<file path="src/rtl/spi_reg_pkg.sv">
package spi_reg_pkg;
  parameter int ADDR_W    = 5;
  parameter int DATA_W    = 8;
  parameter int CNT_W     = 2;
  parameter int ORDER_BIT = 6;
  localparam int NUM_REGS = 1 << ADDR_W;
  localparam int BIT_W    = $clog2(DATA_W);

  typedef enum logic [1:0] {
    PH_CMD  = 2'd0,
    PH_DATA = 2'd1,
    PH_DONE = 2'd2
  } phase_t;

  typedef struct packed {
    logic              shiftEn;
    logic              lsbMode;
    logic              wrEn;
    logic [ADDR_W-1:0] wrAddr;
    logic              loadTx;
    logic [ADDR_W-1:0] loadAddr;
    logic              txShift;
    logic              rdActive;
  } dpStrobe_t;
endpackage

</file>
<file path="src/rtl/spi_reg_ctrl.sv">
module spi_reg_ctrl
  import spi_reg_pkg::*;
#(
  parameter int SYNC_STAGES = 2
) (
  input  logic              clk,
  input  logic              rstN,
  input  logic              serClk,
  input  logic              selN,
  input  logic              serIn,
  input  logic              lsbFirstCfg,
  input  logic [DATA_W-1:0] byteIn,
  output logic              sdiS,
  output dpStrobe_t         str
);
  localparam logic [BIT_W-1:0]  LAST_BIT = BIT_W'(DATA_W - 1);
  localparam logic [ADDR_W-1:0] ADDR_MAX = {ADDR_W{1'b1}};
  localparam int RW_POS = DATA_W - 1;

  logic [SYNC_STAGES-1:0] sclkSync, csbSync, sdiSync;
  logic sclkS, csbS, sclkPrev;
  logic sclkRise, sclkFall, active;

  always_ff @(posedge clk or negedge rstN) begin
    if (!rstN) begin
      sclkSync <= '0;
      csbSync  <= '1;
      sdiSync  <= '0;
      sclkPrev <= 1'b0;
    end else begin
      sclkSync <= {sclkSync[SYNC_STAGES-2:0], serClk};
      csbSync  <= {csbSync[SYNC_STAGES-2:0], selN};
      sdiSync  <= {sdiSync[SYNC_STAGES-2:0], serIn};
      sclkPrev <= sclkS;
    end
  end

  assign sclkS    = sclkSync[SYNC_STAGES-1];
  assign csbS     = csbSync[SYNC_STAGES-1];
  assign sdiS     = sdiSync[SYNC_STAGES-1];
  assign sclkRise = sclkS & ~sclkPrev;
  assign sclkFall = ~sclkS & sclkPrev;
  assign active   = ~csbS;

  phase_t            phase;
  logic [BIT_W-1:0]  bitCnt;
  logic [CNT_W-1:0]  byteCnt, lastByte;
  logic              isRead, lsbMode;
  logic [ADDR_W-1:0] addr, nextAddr;
  logic              byteDone;

  assign byteDone = active && sclkRise && (phase != PH_DONE) && (bitCnt == LAST_BIT);

  always_comb begin
    if (lsbMode) nextAddr = (addr == ADDR_MAX) ? addr : addr + 1'b1;
    else         nextAddr = (addr == '0) ? addr : addr - 1'b1;
  end

  always_ff @(posedge clk or negedge rstN) begin
    if (!rstN) begin
      phase    <= PH_CMD;
      bitCnt   <= '0;
      byteCnt  <= '0;
      lastByte <= '0;
      isRead   <= 1'b0;
      lsbMode  <= 1'b0;
      addr     <= '0;
    end else if (!active) begin
      phase   <= PH_CMD;
      bitCnt  <= '0;
      byteCnt <= '0;
      isRead  <= 1'b0;
      lsbMode <= lsbFirstCfg;
    end else if (sclkRise && phase != PH_DONE) begin
      bitCnt <= bitCnt + 1'b1;
      if (bitCnt == LAST_BIT) begin
        if (phase == PH_CMD) begin
          isRead   <= byteIn[RW_POS];
          lastByte <= byteIn[ADDR_W+CNT_W-1:ADDR_W];
          addr     <= byteIn[ADDR_W-1:0];
          byteCnt  <= '0;
          phase    <= PH_DATA;
        end else begin
          addr    <= nextAddr;
          byteCnt <= byteCnt + 1'b1;
          if (byteCnt == lastByte) phase <= PH_DONE;
        end
      end
    end
  end

  always_comb begin
    str          = '0;
    str.lsbMode  = lsbMode;
    str.shiftEn  = active && sclkRise && (phase != PH_DONE);
    str.wrEn     = byteDone && (phase == PH_DATA) && !isRead;
    str.wrAddr   = addr;
    str.loadTx   = byteDone && (((phase == PH_CMD) && byteIn[RW_POS]) ||
                                ((phase == PH_DATA) && isRead && (byteCnt != lastByte)));
    str.loadAddr = (phase == PH_CMD) ? byteIn[ADDR_W-1:0] : nextAddr;
    str.txShift  = active && sclkFall && (phase == PH_DATA) && isRead;
    str.rdActive = active && isRead && (phase == PH_DATA);
  end

  // select high returns the frame state to the command start
  assert_frame_clear_R7: assert property (@(posedge clk) disable iff (!rstN)
    !active |=> (bitCnt == '0 && phase == PH_CMD && byteCnt == '0));

  // bit order never changes inside a frame
  assert_order_hold_R8: assert property (@(posedge clk) disable iff (!rstN)
    (active && $past(active)) |-> $stable(lsbMode));

  // stepping down stops at the bottom of the bank
  assert_addr_floor_R6: assert property (@(posedge clk) disable iff (!rstN)
    (byteDone && phase == PH_DATA && !lsbMode && addr == '0) |=> (addr == '0));

  // stepping up stops at the top of the bank
  assert_addr_ceil_R6: assert property (@(posedge clk) disable iff (!rstN)
    (byteDone && phase == PH_DATA && lsbMode && addr == ADDR_MAX) |=> (addr == ADDR_MAX));

  // no write once the commanded byte count is used up
  assert_no_extra_write_R9: assert property (@(posedge clk) disable iff (!rstN)
    (phase == PH_DONE) |-> !str.wrEn);
endmodule

</file>
<file path="src/rtl/spi_reg_dp.sv">
module spi_reg_dp
  import spi_reg_pkg::*;
(
  input  logic              clk,
  input  logic              rstN,
  input  logic              sdiS,
  input  dpStrobe_t         str,
  output logic [DATA_W-1:0] byteIn,
  output logic              lsbFirstCfg,
  output logic              serOut
);
  logic [DATA_W-1:0] shReg;
  logic [DATA_W-1:0] txReg;
  logic [DATA_W-1:0] regs [NUM_REGS];

  // Both orders land each bit at its natural position once the byte is complete
  assign byteIn = str.lsbMode ? {sdiS, shReg[DATA_W-1:1]} : {shReg[DATA_W-2:0], sdiS};
  assign lsbFirstCfg = regs[0][ORDER_BIT];

  always_ff @(posedge clk or negedge rstN) begin
    if (!rstN) shReg <= '0;
    else if (str.shiftEn) shReg <= byteIn;
  end

  always_ff @(posedge clk or negedge rstN) begin
    if (!rstN) begin
      for (int i = 0; i < NUM_REGS; i++) regs[i] <= '0;
    end else if (str.wrEn) begin
      regs[str.wrAddr] <= byteIn;
    end
  end

  always_ff @(posedge clk or negedge rstN) begin
    if (!rstN) begin
      txReg  <= '0;
      serOut <= 1'b0;
    end else begin
      if (str.loadTx) begin
        txReg <= regs[str.loadAddr];
      end else if (str.txShift) begin
        txReg <= str.lsbMode ? {1'b0, txReg[DATA_W-1:1]} : {txReg[DATA_W-2:0], 1'b0};
      end
      if (!str.rdActive)    serOut <= 1'b0;
      else if (str.txShift) serOut <= str.lsbMode ? txReg[0] : txReg[DATA_W-1];
    end
  end

  // output is quiet one cycle after any cycle with no read data phase
  assert_out_quiet_R5: assert property (@(posedge clk) disable iff (!rstN)
    !str.rdActive |=> !serOut);

  // output only moves on a falling-edge launch or when a read ends
  assert_out_launch_R5: assert property (@(posedge clk) disable iff (!rstN)
    (str.rdActive && !str.txShift) |=> $stable(serOut));
endmodule

</file>
<file path="src/rtl/spi_reg_slave.sv">
module spi_reg_slave
  import spi_reg_pkg::*;
#(
  parameter int SYNC_STAGES = 2
) (
  input  logic clk,
  input  logic rstN,
  input  logic serClk,
  input  logic selN,
  input  logic serIn,
  output logic serOut
);
  dpStrobe_t         str;
  logic              sdiS;
  logic              lsbFirstCfg;
  logic [DATA_W-1:0] byteIn;

  spi_reg_ctrl #(.SYNC_STAGES(SYNC_STAGES)) u_ctrl (
    .clk(clk), .rstN(rstN), .serClk(serClk), .selN(selN), .serIn(serIn),
    .lsbFirstCfg(lsbFirstCfg), .byteIn(byteIn), .sdiS(sdiS), .str(str)
  );

  spi_reg_dp u_dp (
    .clk(clk), .rstN(rstN), .sdiS(sdiS), .str(str),
    .byteIn(byteIn), .lsbFirstCfg(lsbFirstCfg), .serOut(serOut)
  );
endmodule

</file>
<file path="config.mk">
export PLATFORM = sky130hd
export DESIGN_NAME = spi_reg_slave
export DESIGN_NICKNAME = d
export VERILOG_FILES = /design/src/rtl/spi_reg_pkg.sv /design/src/rtl/spi_reg_ctrl.sv /design/src/rtl/spi_reg_dp.sv /design/src/rtl/spi_reg_slave.sv
export SDC_FILE = /design/constraint.sdc
export NUM_CORES = 1
export LEC_CHECK = 0
export ABC_AREA = 1
export BUFFER_PORTS_ARGS = -buffer_cell sky130_fd_sc_hd__buf_2
export CAP_MARGIN = 20
export CORE_MARGIN = 10
export CORE_UTILIZATION = 60
export CTS_BUF_LIST = sky130_fd_sc_hd__clkbuf_8
export CTS_CLUSTER_DIAMETER = 120
export DETAILED_ROUTE_END_ITERATION = 10
export PLACE_DENSITY = 0.78
export REMOVE_ABC_BUFFERS = 1
export SYNTH_ARGS = -nofsm -noshare
export SYNTH_HDL_FRONTEND = slang
export SYNTH_SLANG_ARGS = --single-unit
export TNS_END_PERCENT = 20
</file>
<file path="constraint.sdc">
create_clock -name clk -period 7 [get_ports clk]
set_input_delay 0.35 -clock clk [delete_from_list [all_inputs] [get_ports clk]]
set_output_delay 0.35 -clock clk [all_outputs]
set_load 0.01 [all_outputs]
</file>
==> After elaboration in Yosys (flattened, before gate mapping) <==
Index checks and enable logic that the tools add are counted.
{ "classes": {"add_sub_neg": 4, "magnitude_cmp": 3, "n_eq_ne": 7, "mux": 32, "bitwise_logic": 7, "reduce_logical": 30} }
{ "ops": {"columns": ["op", "n"], "rows": [
  ["bitwise mux 256 bit", 1],
  ["two-way mux 8 bit", 7],
  ["binary-select mux 8 bit (select 5 bit)", 1],
  ["demux 8 bit (select 5 bit)", 1],
  ["two-way mux 5 bit", 4],
  ["two-way mux 2 bit", 9],
  ["logical AND 1 bit", 16],
  [">= comparator 6 bit (second input constant)", 2],
  ["inverter 5 -> 6 bit", 2],
  ["AND reduction 3 bit", 3],
  ["nonzero test 2 bit", 4],
  ["two-way mux 1 bit", 7],
  ["less-than comparator 6 x 1 -> 1 bit (second input constant)", 1],
  ["two-way mux 3 bit", 2],
  ["adder 5 x 1 -> 5 bit (second input constant)", 1],
  ["== test 5 bit (second input constant)", 1],
  ["logical NOT 5 bit", 1],
  ["subtractor 5 x 1 -> 5 bit (second input constant)", 1],
  ["inequality test 2 bit (second input constant)", 2],
  ["AND reduction 4 bit", 1],
  ["adder 3 x 1 -> 3 bit (second input constant)", 1],
  ["== test 3 bit (second input constant)", 1],
  ["inverter 1 bit", 3],
  ["nonzero test 3 bit", 1],
  ["9 further kinds", 10]
]} }
{ "totals": {"ff_bits": 296, "in_bits": 5, "out_inout_bits": 1, "elab_cells": 129} }

==> Depth between registers and ports, before layout <==
Gate-level depths: netlist (run 1).
{ "depth": {"depth_word": 9, "depth_mapped": 20, "mapped_depth_nobuf": 19} }

==> Cells and area by module <==
A second synthesis (run 1) with hierarchy kept.
{ "unflattened": {"cells_unflattened": 1765, "hier_area_um2": 13898.3} }
{ "by_module_without_submodules": {"columns": ["mod", "n_inst", "cells_each", "area_per_inst_um2", "seq_area_each_um2"], "rows": [
  ["spi_reg_dp", 1, 1599, 12560.8, 6831.6],
  ["spi_reg_ctrl", 1, 166, 1337.5, 578.1]
]} }

==> Worst setup path after synthesis (run 1) <==
No wires, ideal clock.
{ "synth_timing": {"kind": "flip-flop to flip-flop", "start": "reg u_ctrl.addr[0]", "end": "reg u_dp.txReg[0]", "setup_time_ns": 0.123, "arrival_ns": 2.066, "required_ns": 6.877, "slack_ns": 4.811, "path_stages_with_launch": 16, "path_buffers": 2, "period_less_slack_ns": 2.189, "cell_sequence": "dfrtp_1 > inv_1 > ha_1 > nand3_1 > nand2_1 > nand3_1 > nand3_1 > buf_4 > clkbuf_1 > nand3_1 > nand3_1 > nand3_1 > nand3_1 > nand3_1 > nand3_1 > a21oi_1"} }
{ "synth_between": {"elab_chain_cells": 9, "elab_cells_between_ends": 13, "classes_between": "add/sub: 2; eq/ne: 1; mux: 8; bitwise: 1; reduce/logical: 1"} }
{ "synth_rtl": {"columns": ["item", "line_no", "text"], "rows": [
  ["start: declaration", "spi_reg_ctrl.sv:49", "logic [ADDR_W-1:0] addr, nextAddr;"],
  ["start signal: assignment", "spi_reg_ctrl.sv:80", "addr <= byteIn[ADDR_W-1:0];"],
  ["start signal: assignment", "spi_reg_ctrl.sv:84", "addr <= nextAddr;"],
  ["subtractor 5 x 1 -> 5 bit, or another cell as far along", "spi_reg_ctrl.sv:56", "else nextAddr = (addr == '0) ? addr : addr - 1'b1;"],
  ["two-way mux 5 bit (on tied branches)", "spi_reg_ctrl.sv:56, spi_reg_ctrl.sv:55", null],
  ["two-way mux 5 bit (*)", "spi_reg_ctrl.sv:55", "if (lsbMode) nextAddr = (addr == ADDR_MAX) ? addr : addr + 1'b1;"],
  ["two-way mux 5 bit (*)", "spi_reg_ctrl.sv:100", "str.loadAddr = (phase == PH_CMD) ? byteIn[ADDR_W-1:0] : nextAddr;"],
  ["inverter 5 -> 6 bit (implied by the code) (*)", "spi_reg_dp.sv:39", "txReg <= regs[str.loadAddr];"],
  ["binary-select mux 8 bit (select 5 bit) (*)", "spi_reg_dp.sv:39", null],
  ["two-way mux 8 bit (implied by the code) (*) (2 in series)", "spi_reg_dp.sv:39", null],
  ["two-way mux 8 bit (*)", "spi_reg_dp.sv:38", "if (str.loadTx) begin"],
  ["end signal: assignment", "spi_reg_dp.sv:39", null],
  ["end signal: assignment", "spi_reg_dp.sv:41", "txReg <= str.lsbMode ? {1'b0, txReg[DATA_W-1:1]} : {txReg[DATA_W-2:0], 1'b0};"],
  ["end: declaration", "spi_reg_dp.sv:13", "logic [DATA_W-1:0] txReg;"]
]} }
Every way passes the cells marked *; elsewhere a longest branch is shown, timed or not. The select of a mux whose other input is x is not followed.
A chain may end at the register's enable or synchronous reset.

==> Final worst setup path (run 1) <==
{ "layout_timing": {"start": "reg u_ctrl.lsbMode", "end": "reg u_dp.txReg[3]"} }
{ "layout_between": {"elab_chain_cells": 7, "elab_cells_between_ends": 14, "classes_between": "mux: 9; bitwise: 1; reduce/logical: 4"} }
{ "layout_rtl": {"columns": ["item", "line_no", "text"], "rows": [
  ["start: declaration", "spi_reg_ctrl.sv:48", "logic isRead, lsbMode;"],
  ["start signal: assignment", "spi_reg_ctrl.sv:73", "lsbMode <= lsbFirstCfg;"],
  ["two-way mux 5 bit / two-way mux 8 bit (equally long branches)", "spi_reg_ctrl.sv:55, spi_reg_dp.sv:17", null],
  ["two-way mux 5 bit", "spi_reg_ctrl.sv:100", null],
  ["inverter 5 -> 6 bit (implied by the code)", "spi_reg_dp.sv:39", null],
  ["binary-select mux 8 bit (select 5 bit)", "spi_reg_dp.sv:39", null],
  ["two-way mux 8 bit (implied by the code) (2 in series)", "spi_reg_dp.sv:39", null],
  ["two-way mux 8 bit", "spi_reg_dp.sv:38", null]
]} }
Several ways; a longest one is shown, not always the timed one. The select of a mux whose other input is x is not followed.

==> flow_metrics.py, run 1 <==
metrics = {
    "worst_setup_path": {
        "slowest_stage": "dfrtp_1",
        "timing.rr.end": "u_dp.txReg[3]",
        "path_max_fanout": 83,
        "endpoint_kind": "register",
        "critPathLaunch": "u_ctrl.lsbMode",
        "critPathKind": "register to register",
        "reg2reg_from": "u_ctrl.lsbMode",
        "crit_path_cell_trace": "inv_1 -> nand2_1 -> nand2_1 -> nand2_1 -> nand3_2 -> nand2_4 -> inv_2 -> nand2_1 -> nand2_1 -> nand2_1 -> nand3_1 -> nand3_1 -> nand3_1 -> nand3_1 -> nand2_1",
        "slowest_delay_ps": 910,
        "critPathArrivalTime_ps": 4770,
        "crit_path_frequent_cell": "nand2_1",
        "required_ps": 7460,
        "reg2reg_depth": 15,
        "crit_family": "simple AND/OR/NAND/NOR gates",
        "worst-r2r-setup-slack_ps": 2700,
        "start_kind": "register",
        "critPathBufInv": 2,
    },
    "timing": {
        "fin_crit_sh_pct": 61.5,
        "setup_viol": 0,
        "rsz0062_at_grt": "no",
        "fmax_mhz": 232,
        "tightestPinTransition_ps": 964,
        "maxSlewHeadroom_pct": 35.2,
        "layout_min_cycle_time_ps": 4300,
        "holdWs_ps": 350,
        "clock_skew_ps": 34.2,
        "tns_ps": 0,
        "final_hold_viol_count": 0,
        "slew_viol_final": 0,
    },
    "drt": {
        "wl_microns": 39300,
        "vias": 12400,
        "drc": 0,
        "vias_per_cell": 5.77,
        "firstDrtPassIters": 5,
        "avgRoutedWirePerCell_microns": 18.3,
        "postRouteAntennaNets": 0,
        "drt_first_iter_violations": 1449,
    },
    "clocking": {
        "clkTransAtPathRegs_ps": 60,
        "cts_tree": "yes",
        "root_buffer": "clkbuf_8",
        "cts_sinks": 296,
        "clk_latency_ps": 620,
        "htreeDepth": 2,
        "numCtsBuffers": 50,
        "cts_buffer_depth": 3,
        "postCtsSetupRepairBufs": 0,
    },
    "finish": {
        "n_antenna_cell": 0,
        "nNetsFinal": 1790,
        "layout_common_cells": "489 x nand2_1, 294 x dfrtp_1, 214 x nand3_1",
        "final_layout_size_suffix_gt1_share_pct": 9.73,
        "areaGrowthSynthToFinish_pct": 7.97,
        "layout_commonest_cell": "nand2_1",
    },
    "worst_hold_path": {
        "hp-start": "u_ctrl.sdiSync[0]",
        "hold_path.class": "register to register",
        "min_to": "u_ctrl.sdiSync[1]",
        "whs_path_depth": 0,
    },
    "logic_synthesis": {
        "ys_ff_latch": 296,
        "synth_area_sq_mm": 0.0147,
        "postSynthCellCount": 1816,
        "synth-seq-area-share_pct": 50.6,
        "ys_warn_count": 0,
        "syn_avg_cell_area_sq_um": 8.07,
        "yosysUniqueCellTypes": 34,
    },
    "pwr": {
        "clkPwrFrac_pct": 40.9,
        "switching_share_pct": 30.2,
        "intPower_mw": 2.69,
        "ir_drop_mv": 0.209,
        "pwr-share-comb_pct": 14.1,
        "p_sw_mw": 1.16,
        "pwr-share-seq_pct": 45.0,
        "power_mw": 3.85,
        "powerDensity_mw_per_mm2": 243,
        "power.leakage_nw": 7.41,
    },
    "job": {
        "cap_violations": 0,
    },
    "placed_design": {
        "gp_congestion": 0.935,
        "port-buffer-count": 5,
        "post-dp-hpwl_microns": 23600,
    },
    "die": {
        "io_pins": 6,
        "start_util_pct": 60.6,
        "coreArea_sq_mm": 0.0242,
        "die-area_sq_mm": 0.0311,
        "dieWidth_microns": 176,
        "rows": 57,
        "dieHeight_microns": 176,
    },
    "global_route": {
        "globalRouteOverflowTotal": 0,
        "grt_pass1_wl_microns": 64100,
        "track_usage_pct": 25.5,
        "grt_pass1_vias": 12100,
        "antenna_found_initial": 0,
        "grt_max_degree": 115,
    },
    "status": {
        "outcome": "finished, final reports clean",
    },
}
[layout make-up]
type / count / area [sq um]
fillers: 2081 / 8360
clock buffers: 66 / 908
clock inverters: 28 / 133
multi-input cells: 1226 / 6030
repair buffers: 30 / 273
flip-flops and latches: 296 / 7410
inverters: 174 / 656
well taps: 324 / 405
[worst reg2reg max path: stages, from the launching register on]
cell and delay (ps):
dfrtp_1 910, inv_1 460, nand2_1 250, nand2_1 70, nand2_1 80, nand3_2 100
nand2_4 650, inv_2 650, nand2_1 180, nand2_1 60, nand2_1 60, nand3_1 160
nand3_1 150, nand3_1 190, nand3_1 150, nand2_1 60
[kinds of logic after synthesis]
logic type / count (synthesis) / synth area share (%)
XOR/XNOR: 6 / 0.359
flip-flops: 296 / 50.6
buffers and inverters: 294 / 8.42
adder cells (fa/ha/maj): 7 / 0.598
AO/OA/AOI/OAI: 393 / 14.5
AND/OR/NAND/NOR: 820 / 25.6
[state kept, by name, indices dropped and copies added (netlist names)]
| register | count |
|---|---|
| u_dp.txReg | 8 |
| u_ctrl.phase | 2 |
| u_dp.regs | 255 |
| u_ctrl.lsbMode | 1 |
| u_dp.serOut | 1 |
| u_ctrl.sclkPrev | 1 |
| u_dp.shReg | 8 |
| u_dp.lsbFirstCfg | 1 |
| u_ctrl.bitCnt | 3 |
| u_ctrl.csbSync | 2 |
| u_ctrl.addr | 5 |
| u_ctrl.sdiSync | 2 |
| u_ctrl.lastByte | 2 |
| u_ctrl.sclkSync | 2 |
| u_ctrl.byteCnt | 2 |
| u_ctrl.isRead | 1 |
[timing repair]
item | 4_1_cts | 5_1_grt
hold endpoints to repair | 114 | 0
gates resized for setup | 0 | 0
endpoints found under the setup margin | 0 | 0
hold buffers | 4 | 0
[cell usage after synthesis]
master	instances	area (sq um)
nand2_1	491	1840
dfrtp_1	294	7360
nand3_1	215	1080
o21ai_1	204	1020
inv_1	169	634
o21ai_0	106	531
clkbuf_1	58	218
buf_2	51	255
nand3b_1	46	345
a21oi_1	36	180
nand2_2	25	156
o21ai_2	25	219
nor2_1	22	82.6
o211ai_1	12	90.1
ha_1	7	87.6
nand2_4	7	78.8
buf_6	6	67.6
nor3_1	6	30.0
buf_4	5	37.5
nor2_8	5	100
a31oi_1	4	25.0
inv_2	4	15.0
xnor2_1	3	26.3
xor2_1	3	26.3
dfstp_2	2	52.6
o21a_1	2	15.0
a211oi_2	1	12.5
a31oi_2	1	12.5
inv_4	1	6.26
nor2_2	1	6.26
nor2_4	1	11.3
nor3_4	1	16.3
o221ai_1	1	8.76
o22ai_1	1	6.26
[layer usage]
| layer | global-route usage, % | wire (microns) |
|---|---|---|
| met1 | 33.4 | 16500 |
| met2 | 40.7 | 18400 |
| met3 | 5.36 | 3100 |
| met4 | 10.4 | 1320 |
| met5 | 0 | 0 |
[through the flow]
step	cell area [sq um]	instances	utilization, %	setup slack [ps]
finish	15800	2144	65.4	2700
floorplan	14100	1696	-	1420
global route	15800	2144	65.4	2330
global placement	14700	2044	60.7	2490
detailed placement	14700	2044	60.7	2410
CTS	15800	2142	65.2	2410
[power by group through the flow]
| stage | registers, mW | logic, mW | clock network, mW |
|---|---|---|---|
| floorplan | 1.76 | 0.276 | 0 |
| global placement | 1.76 | 0.519 | 0 |
| detailed placement | 1.76 | 0.522 | 0 |
| CTS | 1.73 | 0.526 | 1.59 |
| global route | 1.73 | 0.579 | 1.67 |
| finish | 1.73 | 0.541 | 1.58 |
[how the worst max path moves through the flow]
stage,end,cells past startpoint,slack [ps]
6_report,u_dp.txReg[3],15,2700
5_1_grt,u_dp.txReg[5],15,2330
4_1_cts,u_dp.txReg[3],13,2410
3_5_place_dp,u_dp.txReg[3],13,2410
3_3_place_gp,u_dp.txReg[3],13,2490
2_1_floorplan,u_dp.txReg[6],17,1420
Power figures use the tool's default switching activity.
==> run 2, diff against run 1 <==
==> constraint.sdc (replaced) <==
create_clock -name clk -period 4.5 [get_ports clk]
set_input_delay 0.225 -clock clk [delete_from_list [all_inputs] [get_ports clk]]
set_output_delay 0.225 -clock clk [all_outputs]
set_load 0.01 [all_outputs]
==> run 2 against run 1 <==
Compared with the run above: sequential cell count unchanged; die area unchanged; critical endpoint is now u_dp.txReg[2]; core utilization down 0.20 points; critical path type unchanged; highest routed layer unchanged.
==> flow_metrics.py, run 2 (synthesized netlist as in run 1, its figures left out) <==
metrics = {
    "pwr": {
        "clkPwrFrac_pct": 40.4,
        "intPower_mw": 4.16,
        "switching_share_pct": 29.8,
        "pwr-share-seq_pct": 45.4,
        "pwr-share-comb_pct": 14.1,
        "powerDensity_mw_per_mm2": 376,
        "power.leakage_nw": 7.37,
        "p_sw_mw": 1.77,
        "ir_drop_mv": 0.294,
    },
    "timing": {
        "layout_min_cycle_time_ps": 3470,
        "slew_viol_final": 0,
        "setup_viol": 0,
        "fin_ws_ps": 1030,
        "fin_crit_sh_pct": 77.1,
        "rsz0062_at_grt": "no",
        "maxSlewHeadroom_pct": 32.6,
        "tightestPinTransition_ps": 1000,
        "final_hold_viol_count": 0,
        "clock_skew_ps": 24.1,
        "fmax_mhz": 288,
    },
    "worst_hold_path": {
        "min_to": "u_ctrl.sdiSync[0]",
        "hp-start": "serIn",
        "hold_path.class": "input port to register",
        "whs_path_depth": 2,
    },
    "worst_setup_path": {
        "critPathBufInv": 2,
        "slowest_delay_ps": 910,
        "timing.rr.end": "u_dp.txReg[2]",
        "crit_path_frequent_cell": "nand3_1",
        "critPathArrivalTime_ps": 3920,
        "required_ps": 4950,
        "start_kind": "register",
        "reg2reg_depth": 12,
        "endpoint_kind": "register",
        "reg2reg_from": "u_ctrl.lsbMode",
        "crit_family": "simple AND/OR/NAND/NOR gates",
        "slowest_stage": "dfrtp_1",
        "worst-r2r-setup-slack_ps": 1030,
        "path_max_fanout": 65,
        "crit_path_cell_trace": "inv_1 -> nand2_1 -> nand3_1 -> nand3_2 -> buf_4 -> nand3b_1 -> nand3_1 -> nand3_1 -> nand3_1 -> nand3_1 -> nand3_1 -> a21oi_1",
        "critPathKind": "register to register",
    },
    "drt": {
        "postRouteAntennaNets": 0,
        "firstDrtPassIters": 5,
        "vias_per_cell": 5.83,
        "avgRoutedWirePerCell_microns": 18.0,
        "drt_first_iter_violations": 1480,
        "drc": 0,
        "wl_microns": 38600,
        "vias": 12500,
    },
    "die": {
        "start_util_pct": 60.6,
        "rows": 57,
        "die-area_sq_mm": 0.0311,
        "dieHeight_microns": 176,
        "io_pins": 6,
        "coreArea_sq_mm": 0.0242,
        "dieWidth_microns": 176,
    },
    "clocking": {
        "numCtsBuffers": 49,
        "root_buffer": "clkbuf_8",
        "htreeDepth": 2,
        "cts_tree": "yes",
        "cts_sinks": 296,
        "cts_buffer_depth": 3,
        "post_cts_resized": 0,
        "clk_latency_ps": 590,
        "clkTransAtPathRegs_ps": 70,
    },
    "finish": {
        "nNetsFinal": 1791,
        "n_antenna_cell": 0,
        "register_area_sq_mm": 0.00741,
        "areaGrowthSynthToFinish_pct": 7.64,
        "largest_reg_flops": 255,
        "final_layout_size_suffix_gt1_share_pct": 9.97,
        "fillers": 2031,
        "top_register": "u_dp.regs",
        "layout_common_cells": "489 x nand2_1, 294 x dfrtp_1, 214 x nand3_1",
        "post-route-util_pct": 65.2,
        "layout_commonest_cell": "nand2_1",
        "multiInputGateArea_sq_mm": 0.00603,
        "reg_top3": "u_dp.regs x255, u_dp.shReg x8, u_dp.txReg x8",
    },
    "placed_design": {
        "port-buffer-count": 5,
        "gp_congestion": 0.961,
        "post-dp-hpwl_microns": 23400,
        "place_worst_setup_slack_ps": 1140,
    },
    "global_route": {
        "antenna_found_initial": 0,
        "grt_pass1_vias": 12000,
        "grt_max_degree": 131,
        "track_usage_pct": 25.2,
        "grt_pass1_wl_microns": 63600,
        "globalRouteOverflowTotal": 0,
    },
    "status": {
        "outcome": "finished, final reports clean",
    },
    "job": {
        "cap_violations": 0,
    },
}
run 2: cell count changes in the layout (fill, tap and decap cells not counted):
cell        change
clkinvlp_4      +1
clkinv_2        +4
buf_16          -2
inv_1           -8
buf_12          +1
inv_6           -2
clkinv_8        -1
buf_4           +3
run 2: worst max-delay path by stage:
| stage | from | end | slack [ps] | cells past startpoint |
|---|---|---|---|---|
| final | u_ctrl.lsbMode | u_dp.txReg[2] | 1030 | 12 |
| after global routing | u_ctrl.lsbMode | u_dp.txReg[1] | 780 | 15 |
| after CTS | u_ctrl.lsbMode | u_dp.txReg[5] | 1130 | 14 |
| after detailed placement | u_ctrl.lsbMode | u_dp.txReg[5] | 1140 | 14 |
| after global placement | u_ctrl.lsbMode | u_dp.txReg[2] | 1270 | 12 |
| after floorplan | u_ctrl.lsbMode | u_dp.txReg[6] | -1080 | 17 |
run 2: worst reg2reg max path: stages (launching register included):
cell and delay (ps):
dfrtp_1 910, inv_1 420, nand2_1 220, nand3_1 100, nand3_2 120, buf_4 650, nand3b_1 170, nand3_1 130
nand3_1 170, nand3_1 130, nand3_1 130, nand3_1 100, a21oi_1 80
run 2: metrics by stage:
| stage | power, mW | hold slack, ps | area [sq um] | setup TNS, ps | cells |
|---|---|---|---|---|---|
| floorplan | 3.17 | -70.6 | 14100 | -8860 | 1696 |
| detailed placement | 3.56 | 334 | 14700 | 0 | 2048 |
| global placement | 3.55 | 334 | 14700 | 0 | 2048 |
| CTS | 5.94 | 261 | 15800 | 0 | 2140 |
| finish | 5.93 | 279 | 15800 | 0 | 2140 |
| global route | 6.14 | 260 | 15800 | 0 | 2140 |
run 2: final cells by class:
cell class	count	area share, %
sequential	296	47.0
multi-input combinational	1226	38.3
tap	324	2.57
clock buffer	66	5.76
timing repair buffer	32	1.65
inverter	174	4.16
clock inverter	22	0.611
run 2: power by group through the flow:
stage                     clock, mW  sequential [mW]  combinational (mW)
after floorplan                   0             2.74               0.429
after global placement            0             2.74               0.812
after detailed placement          0             2.74               0.815
after CTS                      2.42             2.70               0.822
after global routing           2.55             2.70               0.895
final                          2.40             2.70               0.838
run 2: repair_timing:
| item | in CTS | in global routing |
|---|---|---|
| hold buffers | 4 | 0 |
| buffers inserted | 0 | 0 |
| hold endpoints to repair | 130 | 0 |
run 2: routing by layer:
layer | track usage, % | vias up | part of all wire, %
li1 | - | 5857 | -
met5 | 0 | - | 0
met3 | 3.82 | 85 | 8.2
met2 | 40.5 | 557 | 47
met4 | 8.94 | 0 | 2.8
met1 | 34.2 | 5976 | 42
